### src/rtl/rbist_pkg.sv
package rbist_pkg;

    typedef enum logic [1:0] {
        PH_IDLE  = 2'd0,
        PH_SHIFT = 2'd1,
        PH_CAPT  = 2'd2
    } phase_e;

    typedef struct packed {
        logic load;
        logic shift;
        logic capt;
        logic bypass;
    } seq_ctl_t;

    function automatic int idx_w(input int n);
        return (n <= 2) ? 1 : $clog2(n);
    endfunction

    function automatic int max_i(input int a, input int b);
        return (a > b) ? a : b;
    endfunction

endpackage

### src/rtl/rbist_lfsr.sv
module rbist_lfsr
    import rbist_pkg::*;
#(
    parameter int          W       = 4,
    parameter logic [W-1:0] FB_MASK = 4'b1001,
    parameter logic [W-1:0] SEED    = 4'b1011
) (
    input  logic         clk,
    input  logic         rst,
    input  logic         load,
    input  logic         adv,
    output logic [W-1:0] state
);
    localparam logic [W-1:0] SAFE_SEED = (SEED == '0) ? W'(1) : SEED;

    logic fb;
    assign fb = ^(state & FB_MASK);

    always_ff @(posedge clk) begin
        if (rst || load) state <= SAFE_SEED;
        else if (adv)    state <= {state[W-2:0], fb};
    end

    a_r1_nonzero: assert property (@(posedge clk) disable iff (rst)
        state != '0);
    a_r1_hold: assert property (@(posedge clk) disable iff (rst)
        (!load && !adv) |=> $stable(state));
endmodule

### src/rtl/rbist_dec.sv
module rbist_dec
    import rbist_pkg::*;
#(
    parameter int NCFG = 3
) (
    input  logic [idx_w(NCFG)-1:0] cfg,
    output logic [NCFG-1:0]        sel_oh
);
    for (genvar c = 0; c < NCFG; c++) begin : g_line
        assign sel_oh[c] = (int'(cfg) == c);
    end

    always_comb begin
        a_r5_onehot: assert ($onehot(sel_oh) || $isunknown(cfg));
    end
endmodule

### src/rtl/rbist_net.sv
module rbist_net
    import rbist_pkg::*;
#(
    parameter int W      = 4,
    parameter int CHAINS = 4,
    parameter int NCFG   = 3,
    parameter int TAP_W  = 2,
    parameter logic [NCFG*CHAINS*TAP_W-1:0] TAP_TABLE = '0
) (
    input  logic [W-1:0]      state,
    input  logic [NCFG-1:0]   sel_oh,
    input  logic              bypass,
    output logic [CHAINS-1:0] scan_in
);
    for (genvar j = 0; j < CHAINS; j++) begin : g_chain
        logic [NCFG-1:0] cand;
        for (genvar c = 0; c < NCFG; c++) begin : g_leg
            localparam int TAP = int'(TAP_TABLE[(c*CHAINS+j)*TAP_W +: TAP_W]);
            assign cand[c] = state[TAP % W];
        end
        assign scan_in[j] = bypass ? state[j % W] : |(cand & sel_oh);
    end
endmodule

### src/rtl/rbist_seq.sv
module rbist_seq
    import rbist_pkg::*;
#(
    parameter int NCFG        = 3,
    parameter int CHAIN_LEN   = 4,
    parameter int CNT_W       = 4,
    parameter logic [NCFG*CNT_W-1:0] CNT_TABLE = '0,
    parameter bit FIXED_MODE  = 1'b0,
    parameter int FIXED_CNT   = 1,
    parameter int BYPASS_PATS = 0
) (
    input  logic                   clk,
    input  logic                   rst,
    input  logic                   start,
    output seq_ctl_t               ctl,
    output logic [idx_w(NCFG)-1:0] cfg_idx,
    output logic                   done
);
    localparam int CFG_W = idx_w(NCFG);
    localparam int SH_W  = idx_w(CHAIN_LEN);
    localparam int PC_W  = max_i(max_i(CNT_W, idx_w(BYPASS_PATS + 1)), idx_w(FIXED_CNT + 1));
    localparam logic [CFG_W-1:0] LAST = CFG_W'(NCFG - 1);

    phase_e            phase;
    logic [SH_W-1:0]   shcnt;
    logic [PC_W-1:0]   pcnt;
    logic [CFG_W-1:0]  cfg;
    logic              byp;

    function automatic logic [PC_W-1:0] count_of(input logic [CFG_W-1:0] i);
        int ii;
        ii = (int'(i) < NCFG) ? int'(i) : 0;
        if (FIXED_MODE) return PC_W'(FIXED_CNT);
        return PC_W'(CNT_TABLE[ii*CNT_W +: CNT_W]);
    endfunction

    logic accept;
    assign accept = (phase == PH_IDLE) && start;

    always_ff @(posedge clk) begin
        if (rst) begin
            phase <= PH_IDLE;
            shcnt <= '0;
            pcnt  <= '0;
            cfg   <= '0;
            byp   <= 1'b0;
            done  <= 1'b0;
        end else begin
            unique case (phase)
                PH_IDLE: if (start) begin
                    phase <= PH_SHIFT;
                    shcnt <= '0;
                    cfg   <= '0;
                    done  <= 1'b0;
                    if (BYPASS_PATS > 0) begin
                        byp  <= 1'b1;
                        pcnt <= PC_W'(BYPASS_PATS);
                    end else begin
                        byp  <= 1'b0;
                        pcnt <= count_of('0);
                    end
                end
                PH_SHIFT: begin
                    if (shcnt == SH_W'(CHAIN_LEN - 1)) begin
                        shcnt <= '0;
                        phase <= PH_CAPT;
                    end else begin
                        shcnt <= shcnt + 1'b1;
                    end
                end
                PH_CAPT: begin
                    phase <= PH_SHIFT;
                    if (pcnt == PC_W'(1)) begin
                        if (byp) begin
                            byp  <= 1'b0;
                            pcnt <= count_of('0);
                        end else if (cfg == LAST) begin
                            phase <= PH_IDLE;
                            done  <= 1'b1;
                        end else begin
                            cfg  <= cfg + 1'b1;
                            pcnt <= count_of(cfg + 1'b1);
                        end
                    end else begin
                        pcnt <= pcnt - 1'b1;
                    end
                end
                default: phase <= PH_IDLE;
            endcase
        end
    end

    assign ctl.load   = accept;
    assign ctl.shift  = (phase == PH_SHIFT);
    assign ctl.capt   = (phase == PH_CAPT);
    assign ctl.bypass = byp;
    assign cfg_idx    = cfg;

    a_r4_cfg_bound: assert property (@(posedge clk) disable iff (rst)
        int'(cfg) < NCFG);
    a_r4_cfg_step: assert property (@(posedge clk) disable iff (rst)
        (phase == PH_CAPT && pcnt == PC_W'(1) && !byp && cfg != LAST) |=> cfg == $past(cfg) + 1'b1);
    a_r4_pcnt_live: assert property (@(posedge clk) disable iff (rst)
        (phase != PH_IDLE) |-> pcnt != '0);
    a_r2_single_capture: assert property (@(posedge clk) disable iff (rst)
        (phase == PH_CAPT) |=> phase != PH_CAPT);
    a_r8_done_quiet: assert property (@(posedge clk) disable iff (rst)
        done |-> (phase == PH_IDLE));
    a_r9_no_restart: assert property (@(posedge clk) disable iff (rst)
        (phase == PH_SHIFT && shcnt != SH_W'(CHAIN_LEN - 1)) |=> phase == PH_SHIFT && shcnt == $past(shcnt) + 1'b1);
endmodule

### src/rtl/rbist_src.sv
module rbist_src
    import rbist_pkg::*;
#(
    parameter int W           = 4,
    parameter logic [W-1:0] FB_MASK = 4'b1001,
    parameter logic [W-1:0] SEED    = 4'b1011,
    parameter int CHAINS      = 4,
    parameter int CHAIN_LEN   = 4,
    parameter int NCFG        = 3,
    parameter int CNT_W       = 4,
    parameter logic [NCFG*CHAINS*idx_w(W)-1:0] TAP_TABLE =
        {2'd3, 2'd0, 2'd0, 2'd2,  2'd1, 2'd3, 2'd2, 2'd0,  2'd0, 2'd1, 2'd1, 2'd3},
    parameter logic [NCFG*CNT_W-1:0] CNT_TABLE = {4'd2, 4'd1, 4'd3},
    parameter bit FIXED_MODE  = 1'b0,
    parameter int FIXED_CNT   = 1,
    parameter int BYPASS_PATS = 0
) (
    input  logic                   clk,
    input  logic                   rst,
    input  logic                   start,
    output logic [CHAINS-1:0]      scan_in,
    output logic                   shift_en,
    output logic                   capture,
    output logic [idx_w(NCFG)-1:0] cfg_idx,
    output logic                   done
);
    localparam int TAP_W = idx_w(W);

    seq_ctl_t         ctl;
    logic [W-1:0]     state;
    logic [NCFG-1:0]  sel_oh;

    rbist_seq #(
        .NCFG(NCFG), .CHAIN_LEN(CHAIN_LEN), .CNT_W(CNT_W), .CNT_TABLE(CNT_TABLE),
        .FIXED_MODE(FIXED_MODE), .FIXED_CNT(FIXED_CNT), .BYPASS_PATS(BYPASS_PATS)
    ) seq_i (
        .clk(clk), .rst(rst), .start(start),
        .ctl(ctl), .cfg_idx(cfg_idx), .done(done)
    );

    rbist_lfsr #(.W(W), .FB_MASK(FB_MASK), .SEED(SEED)) lfsr_i (
        .clk(clk), .rst(rst), .load(ctl.load), .adv(ctl.shift), .state(state)
    );

    rbist_dec #(.NCFG(NCFG)) dec_i (.cfg(cfg_idx), .sel_oh(sel_oh));

    rbist_net #(
        .W(W), .CHAINS(CHAINS), .NCFG(NCFG), .TAP_W(TAP_W), .TAP_TABLE(TAP_TABLE)
    ) net_i (
        .state(state), .sel_oh(sel_oh), .bypass(ctl.bypass), .scan_in(scan_in)
    );

    assign shift_en = ctl.shift;
    assign capture  = ctl.capt;
endmodule

### config.mk
export PLATFORM = sky130hd
export DESIGN_NAME = rbist_src
export DESIGN_NICKNAME = d
export VERILOG_FILES = /design/src/rtl/rbist_pkg.sv /design/src/rtl/rbist_lfsr.sv /design/src/rtl/rbist_dec.sv /design/src/rtl/rbist_net.sv /design/src/rtl/rbist_seq.sv /design/src/rtl/rbist_src.sv
export SDC_FILE = /design/constraint.sdc
export NUM_CORES = 1
export LEC_CHECK = 0
export BUFFER_PORTS_ARGS = -buffer_cell sky130_fd_sc_hd__buf_2
export CORE_MARGIN = 4
export CORE_UTILIZATION = 40
export DETAILED_ROUTE_END_ITERATION = 7
export PLACE_DENSITY = 0.66
export SLEW_MARGIN = 10
export SYNTH_ARGS = -nofsm -noshare
export SYNTH_HDL_FRONTEND = slang
export SYNTH_SLANG_ARGS = --single-unit
### constraint.sdc
create_clock -name clk -period 4.6 [get_ports clk]
set_clock_uncertainty 0.2 [all_clocks]
set_input_delay 0.23 -clock clk [delete_from_list [all_inputs] [get_ports clk]]
set_output_delay 0.23 -clock clk [all_outputs]
set_load 0.05 [all_outputs]
Word-level counts from Yosys, hierarchy flattened
Cells that the tools add are included.
Cells by class
  shift operators: 1
  eq/ne operators: 14
  reduce and logical (&&, ||, !) cells: 17
  multiplexer cells: 30
  add/sub/neg operators: 3
  magnitude comparators: 1
  bitwise gates (word level): 4
Operators with widths (count)
  $shiftx A12 B32 Y4 const A: 1
  $mux W2: 10
  $mux W4: 4
  $and A3 B3 Y3: 4
  $reduce_or A3 Y1: 4
  $eq A2 B2 Y1 const B: 5
  $mux W1: 10
  $reduce_and A5 Y1: 2
  $pmux W2 S2: 2
  $pmux W4 S2: 1
  $ne A2 B1 Y1 const B: 3
  $ne A2 B2 Y1 const B: 3
  $pmux W2 S3: 1
  $reduce_and A3 Y1: 2
  $add A2 B1 Y2 const B: 2
  $eq A4 B1 Y1 const B: 1
  $logic_not A2 Y1: 2
  $ne A4 B3 Y1 const B: 1
  $pmux W1 S2: 2
  $reduce_and A2 Y1: 2
  $reduce_bool A2 Y1: 2
  $reduce_xor A4 Y1: 1
  $sub A4 B1 Y4 const B: 1
  $eq A2 B1 Y1 const B: 1
  other kinds (3): 3
Storage, ports and cells
  input bits: 3
  output and inout bits: 9
  bits in registers: 16
  word-level logic and storage cells: 77

Longest topological paths before layout
  depth after elaboration: 8
  mapped depth: 5
  depth with buffers taken out: 5

By module
From an unflattened synthesis, not the netlist that was laid out.
Second synthesis, totals
  cell total of the unflattened synthesis: 100
  area, all modules: 877.1 um^2
By module, submodules not included
  rbist_seq: seq. area each 220.2 um^2, cells each 68, times used 1, area each 621.8 um^2
  rbist_lfsr: seq. area each 80.1 um^2, cells each 15, times used 1, area each 156.4 um^2
  rbist_net: seq. area each 0.0 um^2, cells each 14, times used 1, area each 80.1 um^2
  rbist_dec: seq. area each 0.0 um^2, cells each 3, times used 1, area each 18.8 um^2

Least setup slack after synthesis
Ideal clock, no wire load.
  path kind: reg-to-output
  start point: reg seq_i.cfg[0] (netlist: seq_i.cfg_idx[0])
  end point: out scan_in[0]
  stages on the path, launching flop included: 6
  arrival time: 1.721 ns
  path slack: 2.449 ns
  cells stage by stage: dfxtp_1 inv_1 ha_1 clkbuf_1 a222oi_1 inv_1
On the way
  cells in the longest elaborated chain, start to end: 4
  elaborated cells on any way between the ends: 6
  classes of those cells: eq/ne: 2; mux: 1; bitwise: 1; reduce/logical: 2
RTL lines
  start, declared: line rbist_seq.sv:27  | logic [CFG_W-1:0] cfg;
  start signal, assigned: line rbist_seq.sv:81  | cfg <= cfg + 1'b1;
  $eq A2 B2 Y1 or $logic_not A2 Y1 (tied branches): line rbist_dec.sv:10  | assign sel_oh[c] = (int'(cfg) == c);
  $and A3 B3 Y3 (*): line rbist_net.sv:21  | assign scan_in[j] = bypass ? state[j % W] : |(cand & sel_oh);
  $reduce_or A3 Y1 (*): line rbist_net.sv:21
  $mux W1 (*): line rbist_net.sv:21
  end, declared: line rbist_src.sv:21  | output logic [CHAINS-1:0] scan_in,
Mark *: on every way between the ends. The rest lies on a longest branch, timed or not.

Worst setup path in the final report
Ends and elaborated chain as after synthesis.

==> results_dict.tcl <==
set metrics [dict create \
    outcome "finished clean" \
    dp_hpwl_mm 1.28 \
    drv_slew 0 \
    dp.cells 127 \
    slew_headroom_pct 57.8 \
    grtUsageMet3_pct 2.54 \
    grt_remaining_overflow 0 \
    ir_drop_mv 0.127 \
    hold_ws_ns 0.0832 \
    path_clk_slew_ns 0.10 \
    synthDistinctLibCells 35 \
    synth_area_per_cell_um2 8.98 \
    start_util_pct 42.1 \
    cts_tree "built" \
    instances_no_fill 131 \
    worst-r2r-setup-slack_ns 2.68 \
    cts_made_buffers 3 \
    drive_gt1_share_pct 19.2 \
    rows 16 \
    io_buffers 11 \
    synthXorXnorAreaFrac_pct 0 \
    syn-num-nets 101 \
    cts_resized 0 \
    p_leak_nw 0.373 \
    seqCellArea_um2 300 \
    critPathKind "reg2out" \
    maxCapViolations 0 \
    period_needed_ns 2.15 \
    hp-class "in2reg" \
    rsz0062_at_grt "no" \
    die_h_um 53.4 \
    first_iter_violations 35 \
    num_vias 740 \
    antenna_found_initial 0 \
    die_area_um2 2860 \
    crit_required_ns 4.17 \
    clock_sinks 15 \
    setup_viol 0 \
    synth_fa_ha_area_share_pct 9.09 \
    critPathSlowestCell "dfxtp_1" \
    clkLatencyLatePin_ns 0.28 \
    final-hold-violation-count 0 \
    synth_area_leader_cell "dfxtp_1" \
    synth-seq-cells 15 \
    synth_compound_area_share_pct 24.2 \
    nets 114 \
    synth_top_family_by_area "simple AND/OR/NAND/NOR gates" \
    setup_tns_ns 0 \
    routed_wirelength_mm 1.68 \
    cp.arrival_ns 1.72 \
    syn_inst 92 \
    grt_max_degree 16 \
    h-tree-depth 1 \
    grt_pass1_wl_mm 2.95 \
    period_share_pct 46.7 \
    antenna_cells 0 \
    critPathLaunchType "flop" \
    track_usage_pct 13.6 \
    netlist_area_um2 826 \
    grt_pass1_vias 684 \
    grtUsageMet2_pct 21.8 \
    n_fill_cell 215 \
    wl_per_cell_um 12.9 \
    yosys_warnings 0 \
    end_kind "primary output" \
    path_cells "inv_1, ha_1, a222oi_1, inv_1, buf_2" \
    post_cts_buffers 0 \
    ant_nets 0 \
    die_x_um 53.4 \
    yosysSeqAreaShare_pct 36.4 \
    clk_path_buf_depth 2 \
    synth_area_leaders "dfxtp_1, ha_1, nand2b_1, a22oi_1, inv_1" \
    syn2layout_area_growth_pct 12.6 \
    io_pins 12 \
    place_congestion 0.759 \
    worstPathBufferInverterCount 3 \
    viasPerCell 5.65 \
    cp_max_fo 12 \
    gr-usage-met1_pct 18.8 \
    root_buffer "clkbuf_4" \
    critical_path.most_common_cell "inv_1" \
    multiInputGateArea_um2 483 \
    worst_slew_pin_slew_ns 0.632 \
    p_per_area_nw_per_um2 278 \
    route.detailed.drc 0 \
    synthSimpleGateAreaFrac_pct 25.2 \
    yosysTopAreaCellShare_pct 36.4 \
    hold_buffers 0 \
    first_pass_iters 4 \
    cp_top_family "flip-flops" \
    grt.busiest_layer "met2" \
    core_um2 1960 \
    max_freq_ghz 0.466 \
    synth_mux_area_share_pct 0 \
    slowest_delay_ns 0.39 \
]
final cells by class:
cell class,instances,share of cell area (%)
multi-input cells,66,52.0
flip-flops and latches,15,32.3
repair buffers,11,5.92
well taps,27,3.63
inverters,8,3.23
clock buffers,3,2.42
clock inverters,1,0.538
per-stage QoR:
| stage | instance area [um2] | power, mW | utilization, % | setup slack, ns |
|---|---|---|---|---|
| finish | 930 | 0.259 | 47.4 | 2.45 |
| global route | 930 | 0.273 | 47.4 | 2.34 |
| CTS | 930 | 0.262 | 47.4 | 2.44 |
| detailed placement | 902 | 0.185 | 46.0 | 2.68 |
| global placement | 902 | 0.184 | 46.0 | 2.83 |
| floorplan | 826 | 0.175 | - | 2.45 |
synth_stat cells, drive strengths merged:
cell and instances:
and3 1, buf 1, nor3b 4, o21ba 1, dfxtp 15, nand2b 6, nor2 6, nor2b 1
or4 2, and3b 1, or3 1, inv 8, o211a 1, a222oi 2, nor4b 1, a31oi 1
o21bai 2, a22oi 4, nand4b 2, o21ai 2, o22ai 2, a2111oi 2, a31o 1, nor3 1
o311ai 2, a21oi 4, nand3 1, a21o 1, clkbuf 2, ha 6, a32oi 1, or3b 2
nand2 5
per-layer routing:
| layer | vias up | wire (um) |
|---|---|---|
| met1 | 355 | 791 |
| li1 | 369 | - |
| met3 | 0 | 79 |
| met4 | 0 | 0 |
| met5 | - | 0 |
| met2 | 16 | 813 |
cells by family after synthesis:
family                     Yosys count
AOI/OAI and AO/OA                   26
and+or+nand+nor                     34
buffers and inverters               11
DFF                                 15
adders and majority gates            6
registers in the layout, indices dropped and copies added (netlist names):
name           cells
seq_i.cfg_idx      2
seq_i.phase        2
seq_i.pcnt         4
seq_i.done         1
seq_i.shcnt        2
lfsr_i.state       4
power by group:
| group | internal, mW | total [mW] | switching (mW) |
|---|---|---|---|
| combinational | 0.0152 | 0.0407 | 0.0255 |
| clock | 0.0322 | 0.0767 | 0.0445 |
| sequential | 0.135 | 0.141 | 0.00606 |
worst paths after layout:
check,startpoint,end,depth (start not counted)
worst max-delay path,seq_i.cfg_idx[0]$_SDFFE_PP0P_,scan_in[0],5
worst min-delay path,rst,seq_i.shcnt[0]$_SDFFE_PP0P_,2
worst max register to register,seq_i.pcnt[1]$_SDFFE_PP0P_,seq_i.pcnt[0]$_SDFFE_PP0P_,5
worst min register to register,seq_i.done$_SDFFE_PP0P_,seq_i.done$_SDFFE_PP0P_,2
layout by cell type (no fill, tap or decap), types with 2 or more instances in the layout:
cell type / count
nand2b_1: 6
nand4b_1: 2
clkbuf_4: 3
a222oi_1: 2
ha_1: 6
or4_1: 2
o21bai_1: 2
nor2_1: 6
o21ai_0: 2
a22oi_1: 4
inv_1: 8
nor3b_1: 4
buf_2: 11
a21oi_1: 4
nand2_1: 5
dfxtp_1: 15
o22ai_1: 2
o311ai_0: 2
No activity file was read; power rests on OpenSTA's default activity.
